[src/rtl/gpio_bank_pkg.sv]
package gpio_bank_pkg;

  typedef enum logic [2:0] {
    SEL_NONE = 3'd0,
    SEL_A    = 3'd1,
    SEL_B    = 3'd2,
    SEL_D    = 3'd3,
    SEL_E    = 3'd4
  } portSel_e;

  // Strobes from the address decoder to the register datapath
  typedef struct packed {
    logic     wrEn;
    logic     dirBank;
    portSel_e target;
  } bankStrobe_t;

  function automatic portSel_e wideIdxSel(input int idx);
    case (idx)
      0:       return SEL_A;
      1:       return SEL_B;
      default: return SEL_D;
    endcase
  endfunction

endpackage

[src/rtl/gpio_bank_sync.sv]
module gpio_bank_sync #(
  parameter int W = 8
) (
  input  logic         clk,
  input  logic [W-1:0] asyncIn,
  output logic [W-1:0] syncOut
);
  logic [W-1:0] stage1;

  always_ff @(posedge clk) begin
    stage1  <= asyncIn;
    syncOut <= stage1;
  end
endmodule

[src/rtl/gpio_bank_ctrl.sv]
module gpio_bank_ctrl
  import gpio_bank_pkg::*;
#(
  parameter int                ADDR_W        = 8,
  parameter logic [ADDR_W-1:0] DATA_BASE     = 'h00,
  parameter logic [ADDR_W-1:0] DIR_BASE      = 'h40,
  parameter logic [ADDR_W-1:0] EXT_DATA_BASE = 'h80,
  parameter logic [ADDR_W-1:0] EXT_DIR_BASE  = 'hC0
) (
  input  logic              clk,
  input  logic              sysRstN,
  input  logic              bigEndStrap,
  input  logic [ADDR_W-1:0] busAddr,
  input  logic              busWrite,
  output bankStrobe_t       strobe,
  output logic              bigEndMode
);
  logic [1:0]        logLane;
  logic [ADDR_W-1:0] wordBase;

  // Strap capture: only while reset is held
  always_ff @(posedge clk) begin
    if (!sysRstN) bigEndMode <= bigEndStrap;
  end

  assign logLane  = bigEndMode ? ~busAddr[1:0] : busAddr[1:0];
  assign wordBase = {busAddr[ADDR_W-1:2], 2'b00};

  function automatic portSel_e laneToPort(input logic [1:0] lane);
    case (lane)
      2'd0:    return SEL_A;
      2'd1:    return SEL_B;
      2'd3:    return SEL_D;
      default: return SEL_NONE;
    endcase
  endfunction

  always_comb begin
    portSel_e tgt;
    logic     isDir;
    tgt   = SEL_NONE;
    isDir = 1'b0;
    if (wordBase == DATA_BASE) begin
      tgt = laneToPort(logLane);
    end else if (wordBase == DIR_BASE) begin
      tgt   = laneToPort(logLane);
      isDir = 1'b1;
    end else if (wordBase == EXT_DATA_BASE && logLane == 2'd0) begin
      tgt = SEL_E;
    end else if (wordBase == EXT_DIR_BASE && logLane == 2'd0) begin
      tgt   = SEL_E;
      isDir = 1'b1;
    end
    strobe.target  = tgt;
    strobe.dirBank = isDir;
    strobe.wrEn    = busWrite && (tgt != SEL_NONE);
  end


  strap_hold_chk: assert property (@(posedge clk) disable iff (!sysRstN)
    $stable(bigEndMode));


  be_lane_chk: assert property (@(posedge clk) disable iff (!sysRstN)
    (bigEndMode && busAddr == DATA_BASE) |-> strobe.target == SEL_D);
endmodule

[src/rtl/gpio_bank_dpath.sv]
module gpio_bank_dpath
  import gpio_bank_pkg::*;
#(
  parameter int                   PORT_W   = 8,
  parameter int                   EXT_W    = 3,
  parameter int                   NUM_WIDE = 3,
  parameter logic [NUM_WIDE-1:0]  DIR_INV  = 3'b100
) (
  input  logic                              clk,
  input  logic                              sysRstN,
  input  bankStrobe_t                       strobe,
  input  logic [PORT_W-1:0]                 busWdata,
  output logic [PORT_W-1:0]                 busRdata,
  input  logic [NUM_WIDE-1:0][PORT_W-1:0]   pinInWide,
  input  logic [EXT_W-1:0]                  pinInExt,
  output logic [NUM_WIDE-1:0][PORT_W-1:0]   outWide,
  output logic [NUM_WIDE-1:0][PORT_W-1:0]   oeWide,
  output logic [EXT_W-1:0]                  outExt,
  output logic [EXT_W-1:0]                  oeExt
);
  localparam int PIN_W = NUM_WIDE * PORT_W + EXT_W;

  logic [NUM_WIDE-1:0][PORT_W-1:0] wideDir;
  logic [EXT_W-1:0]                extData, extDir;
  logic [PIN_W-1:0]                pinVec, syncVec;
  logic [NUM_WIDE-1:0][PORT_W-1:0] syncWide;
  logic [EXT_W-1:0]                syncExt;

  assign pinVec = {pinInExt, pinInWide};

  gpio_bank_sync #(.W(PIN_W)) uSync (
    .clk     (clk),
    .asyncIn (pinVec),
    .syncOut (syncVec)
  );

  assign syncWide = syncVec[NUM_WIDE*PORT_W-1:0];
  assign syncExt  = syncVec[PIN_W-1:NUM_WIDE*PORT_W];

  for (genvar p = 0; p < NUM_WIDE; p++) begin : g_port
    localparam portSel_e MY_SEL = wideIdxSel(p);
    logic [PORT_W-1:0] dataQ, dirQ;

    always_ff @(posedge clk or negedge sysRstN) begin
      if (!sysRstN) begin
        dataQ <= '0;
        dirQ  <= '0;
      end else if (strobe.wrEn && strobe.target == MY_SEL) begin
        if (strobe.dirBank) dirQ  <= busWdata;
        else                dataQ <= busWdata;
      end
    end

    assign outWide[p] = dataQ;
    assign wideDir[p] = dirQ;
    if (DIR_INV[p]) begin : g_inv
      assign oeWide[p] = ~dirQ;
    end else begin : g_dir
      assign oeWide[p] = dirQ;
    end
  end

  always_ff @(posedge clk or negedge sysRstN) begin
    if (!sysRstN) begin
      extData <= '0;
      extDir  <= '0;
    end else if (strobe.wrEn && strobe.target == SEL_E) begin
      if (strobe.dirBank) extDir  <= busWdata[EXT_W-1:0];
      else                extData <= busWdata[EXT_W-1:0];
    end
  end

  assign outExt = extData;
  assign oeExt  = extDir;

  always_comb begin
    busRdata = '0;
    case (strobe.target)
      SEL_A: busRdata = strobe.dirBank ? wideDir[0] : syncWide[0];
      SEL_B: busRdata = strobe.dirBank ? wideDir[1] : syncWide[1];
      SEL_D: busRdata = strobe.dirBank ? wideDir[2] : syncWide[2];
      SEL_E: busRdata[EXT_W-1:0] = strobe.dirBank ? extDir : syncExt;
      default: busRdata = '0;
    endcase
  end


  data_wr_chk: assert property (@(posedge clk) disable iff (!sysRstN)
    (strobe.wrEn && strobe.target == SEL_A && !strobe.dirBank)
      |=> outWide[0] == $past(busWdata));


  d_dir_chk: assert property (@(posedge clk) disable iff (!sysRstN)
    (strobe.wrEn && strobe.target == SEL_D && strobe.dirBank)
      |=> oeWide[2] == ~$past(busWdata));


  idle_hold_chk: assert property (@(posedge clk) disable iff (!sysRstN)
    !strobe.wrEn |=> $stable({outWide, wideDir, extData, extDir}));


  sync_lat_chk: assert property (@(posedge clk) disable iff (!sysRstN)
    syncVec == $past(pinVec, 2));
endmodule

[src/rtl/gpio_bank_top.sv]
module gpio_bank_top
  import gpio_bank_pkg::*;
#(
  parameter int PORT_W = 8,
  parameter int EXT_W  = 3,
  parameter int ADDR_W = 8
) (
  input  logic              clk,
  input  logic              porRstN,
  input  logic              usrRstN,
  input  logic              pwrFailRstN,
  input  logic              bigEndStrap,
  input  logic [ADDR_W-1:0] busAddr,
  input  logic              busWrite,
  input  logic [PORT_W-1:0] busWdata,
  output logic [PORT_W-1:0] busRdata,
  input  logic [PORT_W-1:0] pinInA,
  input  logic [PORT_W-1:0] pinInB,
  input  logic [PORT_W-1:0] pinInD,
  input  logic [EXT_W-1:0]  pinInE,
  output logic [PORT_W-1:0] pinOutA,
  output logic [PORT_W-1:0] pinOeA,
  output logic [PORT_W-1:0] pinOutB,
  output logic [PORT_W-1:0] pinOeB,
  output logic [PORT_W-1:0] pinOutD,
  output logic [PORT_W-1:0] pinOeD,
  output logic [EXT_W-1:0]  pinOutE,
  output logic [EXT_W-1:0]  pinOeE
);
  localparam int NUM_WIDE = 3;

  logic                            sysRstN;
  logic                            bigEndMode;
  bankStrobe_t                     strobe;
  logic [NUM_WIDE-1:0][PORT_W-1:0] outWide, oeWide;

  assign sysRstN = porRstN & usrRstN & pwrFailRstN;

  gpio_bank_ctrl #(.ADDR_W(ADDR_W)) uCtrl (
    .clk         (clk),
    .sysRstN     (sysRstN),
    .bigEndStrap (bigEndStrap),
    .busAddr     (busAddr),
    .busWrite    (busWrite),
    .strobe      (strobe),
    .bigEndMode  (bigEndMode)
  );

  gpio_bank_dpath #(
    .PORT_W   (PORT_W),
    .EXT_W    (EXT_W),
    .NUM_WIDE (NUM_WIDE),
    .DIR_INV  (3'b100)
  ) uDpath (
    .clk       (clk),
    .sysRstN   (sysRstN),
    .strobe    (strobe),
    .busWdata  (busWdata),
    .busRdata  (busRdata),
    .pinInWide ({pinInD, pinInB, pinInA}),
    .pinInExt  (pinInE),
    .outWide   (outWide),
    .oeWide    (oeWide),
    .outExt    (pinOutE),
    .oeExt     (pinOeE)
  );

  assign pinOutA = outWide[0];
  assign pinOutB = outWide[1];
  assign pinOutD = outWide[2];
  assign pinOeA  = oeWide[0];
  assign pinOeB  = oeWide[1];
  assign pinOeD  = oeWide[2];


  rst_oe_chk: assert property (@(posedge clk)
    !sysRstN |=> (pinOeD == '1 || !sysRstN));
endmodule

[config.mk]
export PLATFORM = sky130hd
export DESIGN_NAME = gpio_bank_top
export DESIGN_NICKNAME = d
export VERILOG_FILES = /design/src/rtl/gpio_bank_pkg.sv /design/src/rtl/gpio_bank_sync.sv /design/src/rtl/gpio_bank_ctrl.sv /design/src/rtl/gpio_bank_dpath.sv /design/src/rtl/gpio_bank_top.sv
export SDC_FILE = /design/constraint.sdc
export NUM_CORES = 1
export LEC_CHECK = 0
export ABC_AREA = 0
export CAP_MARGIN = 15
export CORE_ASPECT_RATIO = 1.1
export CORE_UTILIZATION = 34
export CTS_BUF_LIST = sky130_fd_sc_hd__clkbuf_8
export DETAILED_ROUTE_END_ITERATION = 6
export GPL_TIMING_DRIVEN = 0
export PLACE_DENSITY = 0.62
export SKIP_LAST_GASP = 1
export SLEW_MARGIN = 25
export SYNTH_ARGS = -nofsm -noshare
export SYNTH_HDL_FRONTEND = slang
export SYNTH_SLANG_ARGS = --single-unit
[constraint.sdc]
create_clock -name clk -period 3.6 [get_ports clk]
set_clock_uncertainty 0.15 [all_clocks]
set_input_delay 0.54 -clock clk [delete_from_list [all_inputs] [get_ports clk]]
set_output_delay 0.54 -clock clk [all_outputs]
set_load 0.05 [all_outputs]
* Word-level counts from Yosys, hierarchy flattened
Index checks and enable logic that the tools add are counted.
** Storage, ports and cells
- Bits in registers :: 109
- Output and inout port bits :: 62
- Logic and storage cells :: 59
** Operators by class
- Equal/unequal tests :: 9
- Multiplexer cells :: 16
- Bitwise logic cells :: 5
- Reduce and logical (&&, ||, !) cells :: 18
** Operators by type and width (count)
- $mux 8 :: 3
- $reduce_and 2->1 :: 8
- $mux 3 :: 5
- $pmux 5 s3 :: 1
- $eq 6x6->1 const B :: 2
- $pmux 3 s4 :: 1
- $logic_not 8->1 :: 1
- $not 8->8 :: 1
- $logic_and 1x1->1 :: 7
- $eq 3x2->1 const B :: 2
- $eq 6x5->1 const B :: 1
- $pmux 2 s3 :: 1
- $mux 1 :: 4
- $eq 3x1->1 const B :: 1
- $eq 3x3->1 const B :: 1
- $reduce_bool 3->1 :: 1
- $and 1x1->1 :: 2
- $eq 2x1->1 const B :: 1
- $eq 2x2->1 const B :: 1
- $logic_not 2->1 :: 1
- $mux 2 :: 1
- $not 2->2 :: 1
- $not 1->1 :: 1

* Longest topological paths before layout
- Depth in word-level cells :: 12
- Gate-level depth with buffers :: 9
- Mapped depth without buffers :: 7

* Modules after synthesis
From an unflattened synthesis, not the netlist that was laid out.
** Second synthesis, totals
- Cell total of the unflattened synthesis :: 257
- Area total of the unflattened synthesis :: 3860.0 um^2
** By module, submodules not included
- gpio_bank_dpath :: instances 1, cells each 187, area an instance 2641.3 um^2, seq. area each 1351.3 um^2
- gpio_bank_sync :: instances 1, cells each 54, area an instance 1081.0 um^2, seq. area each 1081.0 um^2
- gpio_bank_ctrl :: instances 1, cells each 15, area an instance 131.4 um^2, seq. area each 30.0 um^2
- gpio_bank_top :: instances 1, cells each 1, area an instance 6.3 um^2, seq. area each 0.0 um^2

* Least setup slack after synthesis
OpenSTA, ideal clock, no wires.
- Path type :: in2out
- From :: input busAddr[0]
- To :: output busRdata[0]
- Arrival :: 3665 ps
- Data required time :: 2910 ps
- Slack :: -755 ps
- Stages :: 8
- Path buffers :: 1
- Cells stage by stage :: xor2_2 > inv_2 > ha_1 > nand2b_1 > clkbuf_1 > nand2_1 > a211oi_1 > o311ai_0
** On the way
- Cells in the longest elaborated chain, start to end :: 10
- Elaborated cells on any way between the ends :: 25
- Classes of those cells :: eq/ne (6); mux (15); bitwise (1); reduce/logical (3)
** RTL lines
- start: declaration :: RTL line gpio_bank_top.sv:13 : input logic [ADDR_W-1:0] busAddr,
- $not 2->2 :: RTL line gpio_bank_ctrl.sv:26 : assign logLane = bigEndMode ? ~busAddr[1:0] : busAddr[1:0];
- $mux 2 * :: RTL line gpio_bank_ctrl.sv:26
- $logic_not 2->1 :: RTL line gpio_bank_ctrl.sv:30, gpio_bank_ctrl.sv:48, gpio_bank_ctrl.sv:50
- $logic_and 1x1->1 :: RTL line gpio_bank_ctrl.sv:50 : end else if (wordBase == EXT_DIR_BASE && logLane == 2'd0) begin
- $mux 3 or $mux 1 (tied branches) :: RTL line gpio_bank_ctrl.sv:50
- $mux 3 or $mux 1 (tied branches) :: RTL line gpio_bank_ctrl.sv:48 : end else if (wordBase == EXT_DATA_BASE && logLane == 2'd0) begin
- $mux 3 or $mux 1 (tied branches) :: RTL line gpio_bank_ctrl.sv:45 : end else if (wordBase == DIR_BASE) begin
- $mux 3 or $mux 1 (tied branches) :: RTL line gpio_bank_ctrl.sv:43 : if (wordBase == DATA_BASE) begin
- $eq 3x3->1, or another cell as far along :: RTL line gpio_bank_dpath.sv:78 : case (strobe.target)
- $pmux 3 s4 * :: RTL line gpio_bank_dpath.sv:78
- end: declaration :: RTL line gpio_bank_top.sv:16 : output logic [PORT_W-1:0] busRdata,
Mark *: on every way between the ends. The rest lies on a longest branch, timed or not.

* Worst setup path in the final report
- From :: register uCtrl.bigEndMode
- To :: output busRdata[6]
** On the way
- Cells in the longest elaborated chain, start to end :: 9
- Elaborated cells on any way between the ends :: 22
- Classes of those cells :: eq/ne (5); mux (14); reduce/logical (3)
** RTL lines
- start: declaration :: RTL line gpio_bank_ctrl.sv:16 : output logic bigEndMode
- start signal: assignment :: RTL line gpio_bank_ctrl.sv:23 : if (!sysRstN) bigEndMode <= bigEndStrap;
- $mux 2 * :: RTL line gpio_bank_ctrl.sv:26
- $logic_not 2->1 :: RTL line gpio_bank_ctrl.sv:30, gpio_bank_ctrl.sv:48, gpio_bank_ctrl.sv:50
- $logic_and 1x1->1 :: RTL line gpio_bank_ctrl.sv:50
- $mux 3 or $mux 1 (tied branches) :: RTL line gpio_bank_ctrl.sv:50
- $mux 3 or $mux 1 (tied branches) :: RTL line gpio_bank_ctrl.sv:48
- $mux 3 or $mux 1 (tied branches) :: RTL line gpio_bank_ctrl.sv:45
- $mux 3 or $mux 1 (tied branches) :: RTL line gpio_bank_ctrl.sv:43
- $eq 3x2->1, or another cell as far along :: RTL line gpio_bank_dpath.sv:78
- $pmux 5 s3 * :: RTL line gpio_bank_dpath.sv:78
Marks and branches as above.

==> out/qor.csv <==
metric,value,unit
Yosys top cell by area,dfrtp_1,
share of layout cells above drive strength 1,28.1,%
post-synthesis instance total,249,
syn avg cell area,15.2,µm²
worst vdd ir,0.181,mV
Routed WL per cell,16.2,µm
Residual DRC,0,
fin util,48.8,%
initial antenna violation count,0,
total track usage,16.1,%
Iter 0 DRT Violations,87,
Area after DPL,5120,µm²
post-route ant nets,0,
Final period util,96.3,%
first-pass GRT wire length,13.6,mm
Fillers,1047,
TritonCTS buffer count,9,
I/O pins,111,
Rel. slew slack,62.6,%
worst path arrival time,2780,ps
CTS H-tree lvls,3,
sequential share of the synthesized area,65.0,%
FMAX,288,MHz
hold buffer count at CTS,0,
post-synth cell types,39,
Yosys reg bits,109,
Final Slew Violations,0,
Final TNS setup,0,ps
P_leak,2.35,nW
largest net degree at the start of global routing,51,
final setup vio count,0,
GP Congestion,0.789,
grt met1 use,19.5,%
PwrDens,469,nW/µm²
slew at the pin closest to its max-slew limit,560,ps
worst-case clock buffer depth,2,
chip height,113,µm
crit path cell chain,xor2_4 > inv_4 > ha_1 > nand2b_2 > nand3_4 > mux4_2 > o2bb2ai_1 > buf_2,
Crit Path Class,flop to output pin,
root buffer cell,clkbuf_8,
area grow syn2layout,40.3,%
DRT Wirelength,8.48,mm
Rows,40,
clock latency on the worst-skew pair,370,ps
worst stage delay on the critical path,520,ps
HP Class,flop to flop,
CTS tree,done,
fin cells,524,
Crit path required time,2910,ps
Cells after DPL,506,
status,finished clean,
area occupied by multi-input gates,1320,µm²
top cell type's share of synthesized area,35.6,%
Initial Util,34.7,%
"commonest non-fill, non-tap cell in the layout",clkdlybuf4s50_1,
Final HPWL DP,6.18,mm
FF-to-FF setup slack,760,ps
crit path buf inv count,2,
most frequent cells in the layout,"clkdlybuf4s50_1, dfrtp_1, dfxtp_1",
Syn. warnings,0,
critical path's top delay family,multiplexers,
grt met3 use,3.71,%
GRT Max-Usage Layer,met2,
finished layout cell area,5320,µm²
vias,2425,
Max Cap Viol,0,
Buffers on Ports,109,
DR pass1 iterations,4,
endpoints failing hold,0,
Critical Path Fanout Max,10,
Sequential Area,2460,µm²
met2 Track Usage GR,26.6,%
syn nets,299,
fin crit period,3470,ps
clock-pin slew on the worst setup and hold paths,100,ps
nets@finish,422,
gr ovfl total,0,
vias in the first global route,2510,
vias per inst,4.63,
CORE AREA,10900,µm²
type of origin of the critical path,flop,
ranking of synthesized cells by area,"dfrtp_1, dfxtp_1, mux2_2",
Mapped Area,3790,µm²
Crit. End Element,output pin,
RSZ-0062 raised after global routing,false,
CP max-delay cell,mux4_2,
n_diodes,0,
die width,103,µm
CTS sink count,109,
Die Area,11600,µm²
total power,0.00250,W
==> final timing paths <==
path	from	to	depth (start not counted)
setup / recovery	uCtrl.bigEndMode	busRdata[6]	8
min in group asynchronous	usrRstN	uDpath.g_port[2].dirQ[0]	3
setup reg to reg	uCtrl.bigEndMode	uDpath.g_port[0].dirQ[1]	7
hold reg to reg	uDpath.uSync.stage1[24]	uDpath.uSync.syncOut[24]	0
max in group asynchronous	porRstN	uDpath.outExt[1]	4
hold / removal	uDpath.uSync.stage1[24]	uDpath.uSync.syncOut[24]	0
==> stage by stage <==
step / setup slack, ps / hold WS, ps
2_1_floorplan: 1.81 / 160
3_3_place_gp: -1350 / 161
3_5_place_dp: -1330 / 162
4_1_cts: 124 / 185
5_1_grt: 3.37 / 189
6_report: 133 / 184
==> metal layers <==
layer | up-vias | routed length [µm]
li1 | 1136 | -
met1 | 1208 | 3530
met2 | 64 | 4360
met3 | 17 | 363
met4 | 0 | 224
met5 | - | 0
==> where the power goes <==
part | switching (W) | total (W) | internal (W)
combinational | 0.000288 | 0.000483 | 0.000194
sequential | 0.0000360 | 0.00133 | 0.00130
clock | 0.000422 | 0.000682 | 0.000260
==> flip-flops by register name (all words and copies together) (netlist names) <==
name                  cells
uDpath.uSync.syncOut     27
uDpath.g_port.dataQ      24
uDpath.g_port.dirQ       24
uDpath.uSync.stage1      27
uCtrl.bigEndMode          1
uDpath.outExt             3
uDpath.oeExt              3
==> synth_stat cells, drive strengths merged <==
library cell	n
buf	3
nor4	1
ha	1
a21o	1
nor2	6
edfxtp	1
nand4	2
and3	5
nand4b	2
xor2	1
dfxtp	54
a21boi	2
mux4	5
a211oi	2
nor2b	1
a221oi	3
dfrtp	54
mux2i	6
or4	1
nand3	4
and2	1
nand2	6
nand2b	1
o311ai	2
o21ai	1
mux2	57
o221ai	1
o2bb2ai	5
o21bai	2
clkbuf	3
nor3	4
inv	10
xnor2	1
==> area by class of cell <==
type	count	area share, %
flip-flops and latches	109	46.3
multi-input cells	124	24.8
clock buffers	9	2.33
inverters	10	0.800
plain buffers	5	0.611
repair buffers	113	20.7
clock inverters	7	1.06
well taps	147	3.46
==> repair_timing <==
action,CTS,global route
gates resized for setup,50,0
endpoints found under the setup margin,8,0
setup buffers,3,0
==> cell families after synthesis <==
logic type      after synthesis  share of synthesized area (%)
fa+ha+maj                     1                          0.330
xor+xnor                      2                          0.660
buf+inv                      16                           1.68
flops                       109                           65.0
simple gates                 34                           6.83
compound gates               19                           4.06
mux                          68                           21.5
Power figures use the tool's default switching activity.
